File: src/rtl/smul_pkg.sv
package smul_pkg;
  typedef enum logic {
    PH_ADD   = 1'b0,
    PH_SHIFT = 1'b1
  } phase_t;
endpackage

File: src/rtl/smul_adder.sv
module smul_adder #(
  parameter int N = 8
) (
  input  logic [N-1:0] acc,
  input  logic [N-1:0] addend,
  input  logic         en,
  output logic [N:0]   sum
);
  always_comb begin
    sum = {1'b0, acc} + (en ? {1'b0, addend} : {(N+1){1'b0}});
  end
endmodule

File: src/rtl/smul_seq.sv
module smul_seq
  import smul_pkg::*;
#(
  parameter int N = 8
) (
  input  logic   clk,
  input  logic   rst,
  input  logic   load,
  output logic   busy,
  output phase_t phase,
  output logic   do_add,
  output logic   do_shift,
  output logic   done
);
  localparam int CW = (N > 1) ? $clog2(N) : 1;
  localparam logic [CW-1:0] LAST = CW'(N - 1);

  logic [CW-1:0] iter_q;

  always_ff @(posedge clk) begin
    if (rst) begin
      busy   <= 1'b0;
      phase  <= PH_ADD;
      iter_q <= '0;
      done   <= 1'b0;
    end else if (load) begin
      busy   <= 1'b1;
      phase  <= PH_ADD;
      iter_q <= '0;
      done   <= 1'b0;
    end else begin
      done <= 1'b0;
      if (busy) begin
        if (phase == PH_ADD) begin
          phase <= PH_SHIFT;
        end else begin
          phase <= PH_ADD;
          if (iter_q == LAST) begin
            busy <= 1'b0;
            done <= 1'b1;
          end else begin
            iter_q <= iter_q + 1'b1;
          end
        end
      end
    end
  end

  always_comb begin
    do_add   = busy && !load && (phase == PH_ADD);
    do_shift = busy && !load && (phase == PH_SHIFT);
  end
endmodule

File: src/rtl/smul_dp.sv
module smul_dp #(
  parameter int N = 8
) (
  input  logic         clk,
  input  logic         rst,
  input  logic         load,
  input  logic [N-1:0] a_in,
  input  logic [N-1:0] b_in,
  input  logic         do_add,
  input  logic         do_shift,
  output logic [2*N-1:0] prod
);
  localparam int PW = 2 * N;

  logic [N-1:0] mcand_q;
  logic         carry_q;
  logic [N:0]   sum;

  smul_adder #(.N(N)) u_add (
    .acc    (prod[PW-1:N]),
    .addend (mcand_q),
    .en     (prod[0]),
    .sum    (sum)
  );

  always_ff @(posedge clk) begin
    if (rst) begin
      mcand_q <= '0;
      carry_q <= 1'b0;
      prod    <= '0;
    end else if (load) begin
      mcand_q <= a_in;
      carry_q <= 1'b0;
      prod    <= {{N{1'b0}}, b_in};
    end else if (do_add) begin
      prod[PW-1:N] <= sum[N-1:0];
      carry_q      <= sum[N];
    end else if (do_shift) begin
      prod    <= {carry_q, prod[PW-1:1]};
      carry_q <= 1'b0;
    end
  end
endmodule

File: src/rtl/shiftadd_mul.sv
module shiftadd_mul
  import smul_pkg::*;
#(
  parameter int WIDTH = 8
) (
  input  logic               clk,
  input  logic               rst,
  input  logic               load,
  input  logic [WIDTH-1:0]   opa,
  input  logic [WIDTH-1:0]   opb,
  output logic [2*WIDTH-1:0] product,
  output logic               done
);
  logic   busy;
  phase_t phase;
  logic   do_add;
  logic   do_shift;

  smul_seq #(.N(WIDTH)) u_seq (
    .clk      (clk),
    .rst      (rst),
    .load     (load),
    .busy     (busy),
    .phase    (phase),
    .do_add   (do_add),
    .do_shift (do_shift),
    .done     (done)
  );

  smul_dp #(.N(WIDTH)) u_dp (
    .clk      (clk),
    .rst      (rst),
    .load     (load),
    .a_in     (opa),
    .b_in     (opb),
    .do_add   (do_add),
    .do_shift (do_shift),
    .prod     (product)
  );
endmodule

File: config.mk
export PLATFORM = sky130hd
export DESIGN_NAME = shiftadd_mul
export DESIGN_NICKNAME = d
export VERILOG_FILES = /design/src/rtl/smul_pkg.sv /design/src/rtl/smul_adder.sv /design/src/rtl/smul_seq.sv /design/src/rtl/smul_dp.sv /design/src/rtl/shiftadd_mul.sv
export SDC_FILE = /design/constraint.sdc
export NUM_CORES = 1
export LEC_CHECK = 0
export ABC_AREA = 1
export BUFFER_PORTS_ARGS = -buffer_cell sky130_fd_sc_hd__buf_2
export CORE_ASPECT_RATIO = 1.2
export CORE_MARGIN = 2
export CORE_UTILIZATION = 50
export CTS_BUF_LIST = sky130_fd_sc_hd__clkbuf_16
export CTS_CLUSTER_SIZE = 28
export DETAILED_ROUTE_END_ITERATION = 8
export GPL_ROUTABILITY_DRIVEN = 0
export HOLD_SLACK_MARGIN = 0.15
export PLACE_DENSITY = 0.74
export SLEW_MARGIN = 20
export SYNTH_ARGS = -nofsm -noshare
export SYNTH_HDL_FRONTEND = slang
export SYNTH_SLANG_ARGS = --single-unit
export TNS_END_PERCENT = 5
File: constraint.sdc
create_clock -name clk -period 4.7 [get_ports clk]
set_clock_uncertainty 0.1 [all_clocks]
set_input_delay 0.235 -clock clk [delete_from_list [all_inputs] [get_ports clk]]
set_output_delay 0.235 -clock clk [all_outputs]
set_load 0.02 [all_outputs]
-- Word level (Yosys, flattened, before mapping)
Index checks and enable logic that the tools add are counted.
- flip-flop bits (word level): 31
- input port bits: 19
- $add $sub $neg: 2
- eq/ne operators: 2
- muxes and demuxes: 13
- bitwise logic cells: 3
- reduce and logical (&&, ||, !) cells: 10
- operators with widths (operator ; count):
    $mux 8 ; 4
    $mux 16 ; 1
    $add 8x9->9 ; 1
    $mux 1 ; 8
    $reduce_bool 2->1 ; 2
    $reduce_or 4->1 ; 1
    $add 3x1->3 const B ; 1
    $eq 3x3->1 const B ; 1
    $logic_and 1x1->1 ; 3
    $not 1->1 ; 3
    $reduce_and 3->1 ; 1
    $ne 2x2->1 const B ; 1
    $reduce_and 2->1 ; 1
    $reduce_or 2->1 ; 1
    $logic_not 1->1 ; 1

-- Longest topological paths before layout
Gate-level depths: netlist of run 1.
- depth after elaboration: 6
- mapped depth: 14

-- By module
A second synthesis of run 1 with hierarchy kept.
- cells, all modules: 275
- area, all modules: 1891.8 µm²
- modules (own cells, without submodules) (module ; times used ; cells an instance ; area each (µm²)):
    smul_dp ; 1 ; 162 ; 1191.1
    smul_adder ; 1 ; 76 ; 440.4
    smul_seq ; 1 ; 37 ; 260.2

-- Worst setup path after synthesis of run 1
OpenSTA, ideal clock, no wires.
- kind: register to register
- from: register u_dp.prod[0]
- to: register u_dp.prod[12]
- data arrival time: 1.756 ns
- setup slack: 2.774 ns
- stages on the path, launching flop included: 14
- path through: dfxtp_1 > clkbuf_1 > nand2_1 > inv_1 > ha_1 > inv_1 > fa_1 > inv_1 > nand2_1 > nand2_1 > and2_1 > or2_0 > nand3_1 > a21oi_1
- cells in the longest elaborated chain, start to end: 3
- ends and longest elaborated chain (item ; line ; RTL):
    start, declared ; smul_dp.sv:11 ; output logic [2*N-1:0] prod
    start signal, assigned ; smul_dp.sv:34 ; prod <= {{N{1'b0}}, b_in};
    start signal, assigned by index ; smul_dp.sv:36 ; prod[PW-1:N] <= sum[N-1:0];
    start signal, assigned ; smul_dp.sv:39 ; prod <= {carry_q, prod[PW-1:1]};
    $mux 8 ; smul_adder.sv:10 ; sum = {1'b0, acc} + (en ? {1'b0, addend} : {(N+1){1'b0}});
    $add 8x9->9 ; smul_adder.sv:10 ;
    $mux 8 ; smul_dp.sv:35 ; end else if (do_add) begin
Every way passes these cells.
A chain may end at the register's enable or synchronous reset.

-- Worst setup path after layout of run 1
- from: register u_dp.prod[0]
- to: register u_dp.prod[14]
The elaborated chain is that of the path after synthesis.

==> results of run 1 <==
## logic make-up (layout without fill, tap and decap cells)
kind of cell | Yosys count | after routing | synth area share [%]
flip-flops | 31 | 31 | 36.50
AND/OR/NAND/NOR | 112 | 112 | 28.33
adder cells (fa/ha/maj) | 11 | 11 | 8.536
AO/OA/AOI/OAI | 46 | 46 | 14.79
buffers and inverters | 46 | 98 | 11.85
## worst max-delay path: stages (launching register included)
cell     delay, ns
dfxtp_1       0.49
nand2_1       0.08
inv_1         0.06
ha_1          0.16
inv_1         0.06
fa_1          0.35
inv_1         0.10
nand2_1       0.06
nand2_1       0.07
nand3_1       0.11
nand2_1       0.08
nand2_1       0.05
nand3_1       0.07
a21oi_1       0.06
## metrics by stage
stage / utilization, % / instance area [µm²] / hold WS (ns) / cells
3_5_place_dp: 56.64 / 1874 / 0.3482 / 311
3_3_place_gp: 56.64 / 1874 / 0.3442 / 311
4_1_cts: 65.60 / 2171 / 0.2448 / 335
2_1_floorplan: - / 1700 / 0.2755 / 246
6_report: 65.60 / 2171 / 0.2427 / 335
5_1_grt: 65.60 / 2171 / 0.2678 / 335
## per-layer routing
metal | part of all wire (%) | GRT usage [%] | up-vias
li1 | - | - | 887
met2 | 49 | 40.80 | 41
met5 | 0 | 0 | -
met4 | 2.2 | 10.17 | 0
met1 | 45 | 27.65 | 749
met3 | 4.4 | 4.915 | 8
## cells in the final DEF (no fill, tap or decap), drive strengths merged, types with 5 or more instances in the layout
master	instances
nand2	79
inv	39
buf	35
dfxtp	31
a21oi	22
dlygate4sd3	16
nor2	16
nand3	10
ha	10
o21ai	10
a31oi	9
clkbuf	5
## registers in the layout, indices dropped and copies added, names as in the netlist
signal and flops:
u_dp.carry_q 1, u_seq.iter_q 3, u_seq.done 1, u_dp.prod 16, u_dp.mcand_q 8, u_seq.phase 1, u_seq.busy 1
## worst max-delay path by stage
stage                                    startpoint  slack (ns)                         end  depth (start not counted)
after floorplan           u_dp.prod[0]$_SDFFE_PP0P_        2.77  u_dp.prod[12]$_SDFFE_PP0P_                         13
after global placement    u_dp.prod[0]$_SDFFE_PP0P_        2.79  u_dp.prod[14]$_SDFFE_PP0P_                         13
after detailed placement  u_dp.prod[0]$_SDFFE_PP0P_        2.71  u_dp.prod[14]$_SDFFE_PP0P_                         13
after CTS                 u_dp.prod[0]$_SDFFE_PP0P_        2.69  u_dp.prod[14]$_SDFFE_PP0P_                         13
after global routing      u_dp.prod[0]$_SDFFE_PP0P_        2.49  u_dp.prod[14]$_SDFFE_PP0P_                         12
final                     u_dp.prod[0]$_SDFFE_PP0P_        2.69  u_dp.prod[14]$_SDFFE_PP0P_                         13
## power breakdown
group          switching (mW)  internal, mW
Clock                   0.110         0.190
Combinational          0.0346        0.0265
Sequential            0.00648         0.272
## area by class of cell
type | instances | area (µm²) | share of cell area [%]
multi-input cells | 169 | 878.3 | 40.46
well taps | 37 | 46.29 | 2.133
flip-flops and latches | 31 | 620.6 | 28.59
clock inverters | 3 | 11.26 | 0.5187
repair buffers | 51 | 335.3 | 15.45
inverters | 39 | 153.9 | 7.089
clock buffers | 5 | 125.1 | 5.764
==> out/metrics.csv, run 1 <==
metric,value,unit
mapped cell area,1700,µm²
Worst Hold Class,in -> reg,
Final Worst Setup Slack,2.694,ns
Final nets,327,
via/cell ratio,5.030,
Synth top cells by count,"nand2_1 (76), inv_1 (35), dfxtp_1 (31)",
count of cell types in the netlist,30,
WHS Path Cells,2,
CTS Buffer Depth,2,
Worst Reg-to-Reg Cells,13,
"CTS clk-pin slew, worst paths",0.05,ns
setup TNS,0,ns
"Arr. time, crit path",2.06,ns
Synth area leaders,"dfxtp_1 (36%), nand2_1 (17%), inv_1 (7.7%)",
minimum clock period,2.006,ns
share of the synthesized area in the top cell type,36.50,%
core footprint,3309,µm²
net count after synthesis,276,
Max H-tree Level,2,
Tot GR Track Use,23.30,%
initial antenna violation count,0,
CP required,4.75,ns
first drt pass iteration count,4,
Yosys warning total,0,
maximum vdd drop,0.0002969,V
CTS tree,built,
Ant. Diodes,0,
Pleak,1.088,nW
Initial Util,51.38,%
# resized after CTS,0,
top-count cell post-synth,nand2_1,
RSZ-0062 raised after global routing,no,
"Setup violations, final",0,
P&R area growth vs syn,27.67,%
Cells after Synth,246,
type of the worst setup path,reg -> reg,
maximum number of pins on one net before global-route repair,23,
chip height,67.88,µm
clock latency on the worst-skew pair,0.27,ns
Max Slew Vio Count,0,
post-synthesis sequential area ratio,36.50,%
die area,3885,µm²
setup repair bufs after CTS,0,
Worst R2R End,u_dp.prod[14]$_SDFFE_PP0P_,
average wire per standard cell,12.04,µm
via count,1685,
reg-to-reg startpoint,u_dp.prod[0]$_SDFFE_PP0P_,
Total Wirelength,4033,µm
Async SR Flop Fraction,0,%
# IOs,36,
crit-path max FO,10,
clk root buf,clkbuf_16,
fmax,498.5,MHz
row cnt,23,
"EDFF count, synth",0,
CP Launch Type,flip-flop,
status,completed,
cell taking the most area after synthesis,dfxtp_1,
Residual DRC,0,
fill cell count,309,
clk sinks,31,
gr ovfl total,0,
Synth Flop Type,dfxtp_1,
Max Cap Viol,0,
hold-fix buffers at CTS,16,
synthesized area per cell,6.912,µm²
Antenna Violating Nets Remaining,0,
vias in the first global route,1573,
CP endpoint kind,flip-flop,
DIE WIDTH,57.24,µm
"Period Utilization, post-route",42.68,%
Worst Min Path Start,rst,
reg2reg setup slack,2.69,ns
port bufs,35,
synthesis-stage register bit count,31,
Pwr Density,294.6,nW/µm²
layout cells sized above 1,16.78,%
Hold Path End,u_dp.mcand_q[0]$_SDFFE_PP0P_,
HPWL after DPL,2770,µm
total power,0.6396,mW
first-pass GRT wire length,6948,µm
Worst Max-Slew Pin Slew,0.4585,ns
DRT iter0 DRCs,65,
clock buffer count from CTS,5,
final hold viol count,0,
pre-CTS setup slack,2.713,ns
Slew HR,69.43,%
Note: power is estimated with default switching activity, not from simulation.
==> inputs of run 2 (changes only) <==
--- a/config.mk
+++ b/config.mk
@@ -9,7 +9,7 @@
 export BUFFER_PORTS_ARGS = -buffer_cell sky130_fd_sc_hd__buf_2
 export CORE_ASPECT_RATIO = 1.2
 export CORE_MARGIN = 2
-export CORE_UTILIZATION = 50
+export CORE_UTILIZATION = 48
 export CTS_BUF_LIST = sky130_fd_sc_hd__clkbuf_16
 export CTS_CLUSTER_SIZE = 28
 export DETAILED_ROUTE_END_ITERATION = 8
==> constraint.sdc (replaced) <==
create_clock -name clk -period 1.8 [get_ports clk]
set_clock_uncertainty 0.1 [all_clocks]
set_input_delay 0.09 -clock clk [delete_from_list [all_inputs] [get_ports clk]]
set_output_delay 0.09 -clock clk [all_outputs]
set_load 0.02 [all_outputs]
==> run 2 against run 1 <==
Net effect: utilization is 5.7 points higher; first-iteration DRC count is 3.1% lower; critical path depth is 1 lower; wire length is 9.1% higher; global-route usage is 0.38 points higher; power grew to 2.7 times the previous value; sequential share of layout area is 2.6 points lower; cell area is 11% higher; sequential cell count stayed put; sequential power grew to 2.6 times the previous value; combinational power grew to 3.3 times the previous value; largest power group unchanged.
==> out/metrics.csv, run 2 (synthesis results as in run 1) <==
metric,value,unit,change
"Arr. time, crit path",1.90,ns,was 2.06 ns
CTS Buffer Depth,2,,unchanged
via count,1842,,"was 1,685"
core footprint,3367,µm²,was 3309 µm²
Reg with most FFs,u_dp.prod,,unchanged
clk root buf,clkbuf_16,,unchanged
status,completed,,unchanged
"Period Utilization, post-route",99.49,%,was 42.68%
met3 WL post-DR,249,µm,was 179 µm
CP max stage cell,dfxtp_2,,was dfxtp_1
crit-path max FO,4,,was 10
Initial Util,50.50,%,was 51.38%
Total Wirelength,4400,µm,was 4033 µm
Worst Max-Slew Pin Slew,0.3272,ns,was 0.4585 ns
CP endpoint kind,flip-flop,,unchanged
Antenna Violating Nets Remaining,0,,unchanged
Setup crit end,u_dp.prod[12]$_SDFFE_PP0P_,,was u_dp.prod[14]$_SDFFE_PP0P_
final hold viol count,0,,unchanged
Worst Reg-to-Reg Cells,12,,was 13
reg-to-reg startpoint,u_dp.prod[0]$_SDFFE_PP0P_,,unchanged
met2 wire length,2270,µm,was 1958 µm
Ant. Diodes,0,,unchanged
"commonest non-fill, non-tap cell in the layout",nand2_1,,unchanged
fill cell count,253,,was 309
max FFs per register,16,,unchanged
type of the worst setup path,reg -> reg,,unchanged
Residual DRC,0,,unchanged
HPWL after DPL,2793,µm,was 2770 µm
chip height,69.20,µm,was 67.88 µm
clk sinks,31,,unchanged
fmax,558.4,MHz,was 498.5 MHz
Worst Hold Class,in -> reg,,unchanged
Non-Filler Instances,356,,was 335
Pleak,1.208,nW,was 1.088 nW
clock latency on the worst-skew pair,0.28,ns,was 0.27 ns
Max H-tree Level,2,,unchanged
DR top layer,met4,,unchanged
Max Cap Viol,0,,unchanged
placed cell count,315,,was 311
Util after Layout,71.31,%,was 65.60%
# IOs,36,,unchanged
Largest regs,"u_dp.prod: 16 flops, u_dp.mcand_q: 8 flops, u_seq.iter_q: 3 flops",,unchanged
CP Launch Type,flip-flop,,unchanged
maximum number of pins on one net before global-route repair,18,,was 23
Setup crit start,u_dp.prod[0]$_SDFFE_PP0P_,,unchanged
average wire per standard cell,12.36,µm,was 12.04 µm
Max Slew Vio Count,0,,unchanged
vias in the first global route,1786,,"was 1,573"
row cnt,23,,unchanged
gr ovfl total,0,,unchanged
port bufs,35,,unchanged
CTS tree,built,,unchanged
reg2reg setup slack,0.009,ns,was 2.69 ns
total power,1.723,mW,was 0.6396 mW
Pwr Density,717.7,nW/µm²,was 294.6 nW/µm²
die area,4036,µm²,was 3885 µm²
Tot GR Track Use,23.69,%,was 23.30%
DIE WIDTH,58.33,µm,was 57.24 µm
met1 WL,1789,µm,was 1806 µm
maximum vdd drop,0.0005960,V,was 0.0002969 V
most frequent cells in the layout,"nand2_1 (74), buf_2 (35), inv_1 (33)",,"was nand2_1 (76), inv_1 (36), buf_2 (35)"
"CTS clk-pin slew, worst paths",0.05,ns,about the same
first-pass GRT wire length,7458,µm,was 6948 µm
Worst R2R End,u_dp.prod[12]$_SDFFE_PP0P_,,was u_dp.prod[14]$_SDFFE_PP0P_
"Setup violations, final",0,,unchanged
CP required,1.91,ns,was 4.75 ns
minimum clock period,1.791,ns,was 2.006 ns
RSZ-0062 raised after global routing,yes,,was no
layout cells sized above 1,21.63,%,was 16.78%
max incr delay on CP,0.35,ns,was 0.49 ns
dpl cell area,1911,µm²,was 1874 µm²
cell area after layout,2401,µm²,was 2171 µm²
Final nets,348,,was 327
initial antenna violation count,0,,unchanged
Slew HR,78.17,%,was 69.43%
clock buffer count from CTS,5,,unchanged
DRT iter0 DRCs,63,,was 65
WHS Path Cells,4,,was 2
critical-path cell list,nand2_1 > inv_1 > ha_2 > inv_2 > fa_2 > inv_2 > nand2_2 > nand2_2 > and2_4 > or2_0 > nand3_1 > a21oi_1,,was nand2_1 > inv_1 > ha_1 > inv_1 > fa_1 > inv_1 > nand2_1 > nand2_1 > nand3_1 > nand2_1 > nand2_1 > nand3_1 > a21oi_1
P&R area growth vs syn,41.21,%,was 27.67%
via/cell ratio,5.174,,was 5.030
first drt pass iteration count,4,,unchanged
[run 2: worst min-delay path by stage]
| stage | start | end | slack [ns] |
|---|---|---|---|
| after floorplan | opa[0] | u_dp.mcand_q[0]$_SDFFE_PP0P_ | 0.13 |
| after global placement | opa[6] | u_dp.mcand_q[6]$_SDFFE_PP0P_ | 0.25 |
| after detailed placement | opa[0] | u_dp.mcand_q[0]$_SDFFE_PP0P_ | 0.24 |
| after CTS | load | u_seq.phase$_SDFFE_PP0P_ | 0.20 |
| after global routing | load | u_dp.prod[2]$_SDFFE_PP0P_ | 0.25 |
| final | load | u_dp.prod[4]$_SDFFE_PP0P_ | 0.20 |
[run 2: metal layers]
metal	global-route usage, %	vias up
met5	0	-
met4	11.37	0
met3	4.478	10
met2	41.07	62
met1	26.96	842
li1	-	928
[run 2: repair_timing]
item	CTS	global route
pin swaps	0	6
resized for setup	0	11
hold endpoints to repair	23	0
hold buffers	31	0
endpoints found under the setup margin	1	8
buffers inserted	1	1
[run 2: final cells by class]
class / instances / area, µm² / share of cell area (%)
timing repair buffer: 72 / 530.5 / 22.09
tap: 37 / 46.29 / 1.928
multi-input combinational: 169 / 907.1 / 37.78
clock inverter: 3 / 15.01 / 0.6253
inverter: 39 / 153.9 / 6.410
clock buffer: 5 / 125.1 / 5.211
sequential: 31 / 623.1 / 25.95
[run 2: critical path: cells and delay by family, from the launching register on]
kind | cells | cell delay (ns)
compound gates | 1 | 0.12
buf+inv | 3 | 0.17
flops | 1 | 0.35
simple gates | 6 | 0.47
fa+ha+maj | 2 | 0.51
[run 2: power by group]
group          switching [mW]  internal [mW]
Combinational           0.101         0.0986
Clock                   0.295          0.501
Sequential             0.0159          0.712
[run 2: through the flow]
step,setup slack [ns],TNS (ns),hold slack [ns]
after floorplan,0.006305,0,0.1305
after global placement,0.04975,0,0.2461
after detailed placement,0.003904,0,0.2391
after global routing,-0.1067,-0.5144,0.2487
after CTS,0.003123,0,0.2019
final,0.009113,0,0.1964
==> inputs of run 3 (changes only) <==
--- a/config.mk
+++ b/config.mk
@@ -6,7 +6,7 @@
 export NUM_CORES = 1
 export LEC_CHECK = 0
 export ABC_AREA = 1
-export BUFFER_PORTS_ARGS = -buffer_cell sky130_fd_sc_hd__buf_2
+export BUFFER_PORTS_ARGS = -buffer_cell sky130_fd_sc_hd__buf_4
 export CORE_ASPECT_RATIO = 1.2
 export CORE_MARGIN = 2
 export CORE_UTILIZATION = 48
==> run 3 against run 2 <==
Net effect: wire length grew 7.8%; power is 1.0% higher; fmax grew 2.4%; global-route usage grew 0.20 points; critical path depth fell by 4; hold slack better by 0.037 ns; non-clock buffer count fell by 1; clock power about the same; register-to-register slack improved by 0.04 ns.
==> out/metrics.csv, run 3 (synthesis results as in run 1) <==
metric,value,unit,change
via count,1856,,"was 1,842"
"Setup violations, final",0,,unchanged
reg2reg setup slack,0.05,ns,was 0.009 ns
DIE WIDTH,58.33,µm,unchanged
type of the worst setup path,reg -> reg,,unchanged
first-pass GRT wire length,7493,µm,was 7458 µm
maximum number of pins on one net before global-route repair,23,,was 18
"Arr. time, crit path",1.80,ns,was 1.90 ns
minimum clock period,1.750,ns,was 1.791 ns
CP required,1.85,ns,was 1.91 ns
WHS Path Cells,4,,unchanged
Pwr Density,687.1,nW/µm²,was 717.7 nW/µm²
final hold viol count,0,,unchanged
setup repair bufs after CTS,0,,was 1
Max H-tree Level,2,,unchanged
maximum vdd drop,0.0006210,V,was 0.0005960 V
CTS tree,built,,unchanged
Worst R2R End,u_dp.prod[12]$_SDFFE_PP0P_,,unchanged
via/cell ratio,5.228,,was 5.174
P&R area growth vs syn,49.01,%,was 41.21%
max incr delay on CP,0.35,ns,about the same
CP endpoint kind,flip-flop,,unchanged
layout cells sized above 1,21.70,%,was 21.63%
Worst Hold Class,in -> reg,,unchanged
Worst Reg-to-Reg Cells,8,,was 12
RSZ-0062 raised after global routing,yes,,unchanged
Reg with most FFs,u_dp.prod,,unchanged
Hold Path End,u_seq.iter_q[1]$_SDFFE_PP0P_,,was u_dp.prod[4]$_SDFFE_PP0P_
row cnt,23,,unchanged
CTS Buffer Depth,2,,unchanged
clk root buf,clkbuf_16,,unchanged
reg-to-reg startpoint,u_dp.prod[0]$_SDFFE_PP0P_,,unchanged
average wire per standard cell,13.36,µm,was 12.36 µm
Final Worst Setup Slack,0.05034,ns,was 0.009113 ns
core footprint,3367,µm²,unchanged
clk sinks,31,,unchanged
initial antenna violation count,0,,unchanged
Largest regs,"u_dp.prod: 16 flops, u_dp.mcand_q: 8 flops, u_seq.iter_q: 3 flops",,unchanged
HPWL after DPL,2802,µm,was 2793 µm
Ant. Diodes,0,,unchanged
CP Buf/Inv Count,1,,was 3
most frequent cells in the layout,"nand2_1 (73), buf_4 (38), inv_1 (33), dlygate4sd3_1 (33), dfxtp_1 (30)",,"was nand2_1 (74), buf_2 (35), inv_1 (33)"
crit-path max FO,5,,was 4
critical-path cell list,nand2_1 > inv_1 > ha_1 > or2_1 > and2_4 > or2_0 > nand3_1 > a21oi_1,,was nand2_1 > inv_1 > ha_2 > inv_2 > fa_2 > inv_2 > nand2_2 > nand2_2 > and2_4 > or2_0 > nand3_1 > a21oi_1
die area,4036,µm²,unchanged
Antenna Violating Nets Remaining,0,,unchanged
"commonest non-fill, non-tap cell in the layout",nand2_1,,unchanged
"Largest delay share family, worst path",simple AND/OR/NAND/NOR gates,,was adder cells
Max Cap Viol,0,,unchanged
first drt pass iteration count,4,,unchanged
status,completed,,unchanged
DRT iter0 DRCs,98,,was 63
fmax,571.5,MHz,was 558.4 MHz
total power,1.741,mW,was 1.723 mW
Worst Min Path Start,load,,unchanged
Max Slew Vio Count,0,,unchanged
pre-CTS setup slack,0.01133,ns,was 0.003904 ns
Tot GR Track Use,23.89,%,was 23.69%
"CTS clk-pin slew, worst paths",0.05,ns,about the same
CP Launch Type,flip-flop,,unchanged
Pleak,1.170,nW,was 1.208 nW
vias in the first global route,1740,,"was 1,786"
Initial Util,50.50,%,unchanged
Final nets,347,,was 348
Worst Max-Slew Pin Slew,0.2953,ns,was 0.3272 ns
gr ovfl total,0,,unchanged
Slew HR,80.29,%,was 78.17%
port bufs,35,,unchanged
"Period Utilization, post-route",97.20,%,was 99.49%
# IOs,36,,unchanged
chip height,69.20,µm,unchanged
CP max stage cell,dfxtp_4,,was dfxtp_2
Total Wirelength,4742,µm,was 4400 µm
clock buffer count from CTS,5,,unchanged
clock latency on the worst-skew pair,0.28,ns,about the same
Residual DRC,0,,unchanged
max FFs per register,16,,unchanged
==> run 3: cell type report <==
class / instances / area (µm²)
Inverter: 39 / 153.9
Multi-Input combinational cell: 169 / 957.2
Clock inverter: 3 / 11.26
Timing Repair Buffer: 71 / 615.6
Fill cell: 221 / 833.3
Tap cell: 37 / 46.29
Clock buffer: 5 / 125.1
Sequential cell: 31 / 624.3
==> run 3: per-stage QoR <==
step	setup TNS (ns)	std cells	area, µm²	hold slack (ns)	utilization (%)
floorplan	0	246	1717	0.1305	-
global placement	0	314	1991	0.2481	59.12
detailed placement	0	314	1991	0.2558	59.12
CTS	0	355	2457	0.2269	72.98
global route	-0.2010	355	2534	0.2725	75.25
finish	0	355	2534	0.2338	75.25
==> run 3: what timing repair did <==
action / in CTS / in global routing
pin swaps: 0 / 9
hold buffers: 33 / 0
gates cloned: 0 / 0
setup endpoints to repair: 1 / 5
resized for setup: 1 / 16
hold endpoints to repair: 17 / 0
==> run 3: worst max path at each step <==
stage                               from                    endpoint  slack, ns  depth (start not counted)
2_1_floorplan  u_dp.prod[0]$_SDFFE_PP0P_  u_dp.prod[12]$_SDFFE_PP0P_      0.006                         13
3_3_place_gp   u_dp.prod[0]$_SDFFE_PP0P_  u_dp.prod[12]$_SDFFE_PP0P_       0.06                         12
3_5_place_dp   u_dp.prod[0]$_SDFFE_PP0P_  u_dp.prod[12]$_SDFFE_PP0P_       0.01                         12
4_1_cts        u_dp.prod[0]$_SDFFE_PP0P_  u_dp.prod[12]$_SDFFE_PP0P_       0.02                         12
5_1_grt        u_dp.prod[0]$_SDFFE_PP0P_  u_dp.prod[12]$_SDFFE_PP0P_      -0.09                         12
6_report       u_dp.prod[0]$_SDFFE_PP0P_  u_dp.prod[12]$_SDFFE_PP0P_       0.05                          8
==> run 3: tightest hold or removal path: stages <==
cell and delay (ns):
buf_4 0.26, nor2_2 0.09, o21ai_0 0.08, nor2_1 0.04
==> run 3: layer usage <==
layer / vias up / track usage, % / wire length [µm] / share of wire (%)
li1: 927 / - / - / -
met2: 56 / 41.70 / 2441 / 51
met1: 862 / 28.15 / 2029 / 43
met5: - / 0 / 0 / 0
met3: 11 / 4.664 / 176 / 3.7
met4: 0 / 8.527 / 95 / 2.0
==> run 3: report_power, final <==
group | internal, mW | switching [mW] | total, mW
clock network | 0.497 | 0.296 | 0.793
registers | 0.710 | 0.0170 | 0.727
logic | 0.115 | 0.106 | 0.221
total | 1.32 | 0.419 | 1.74
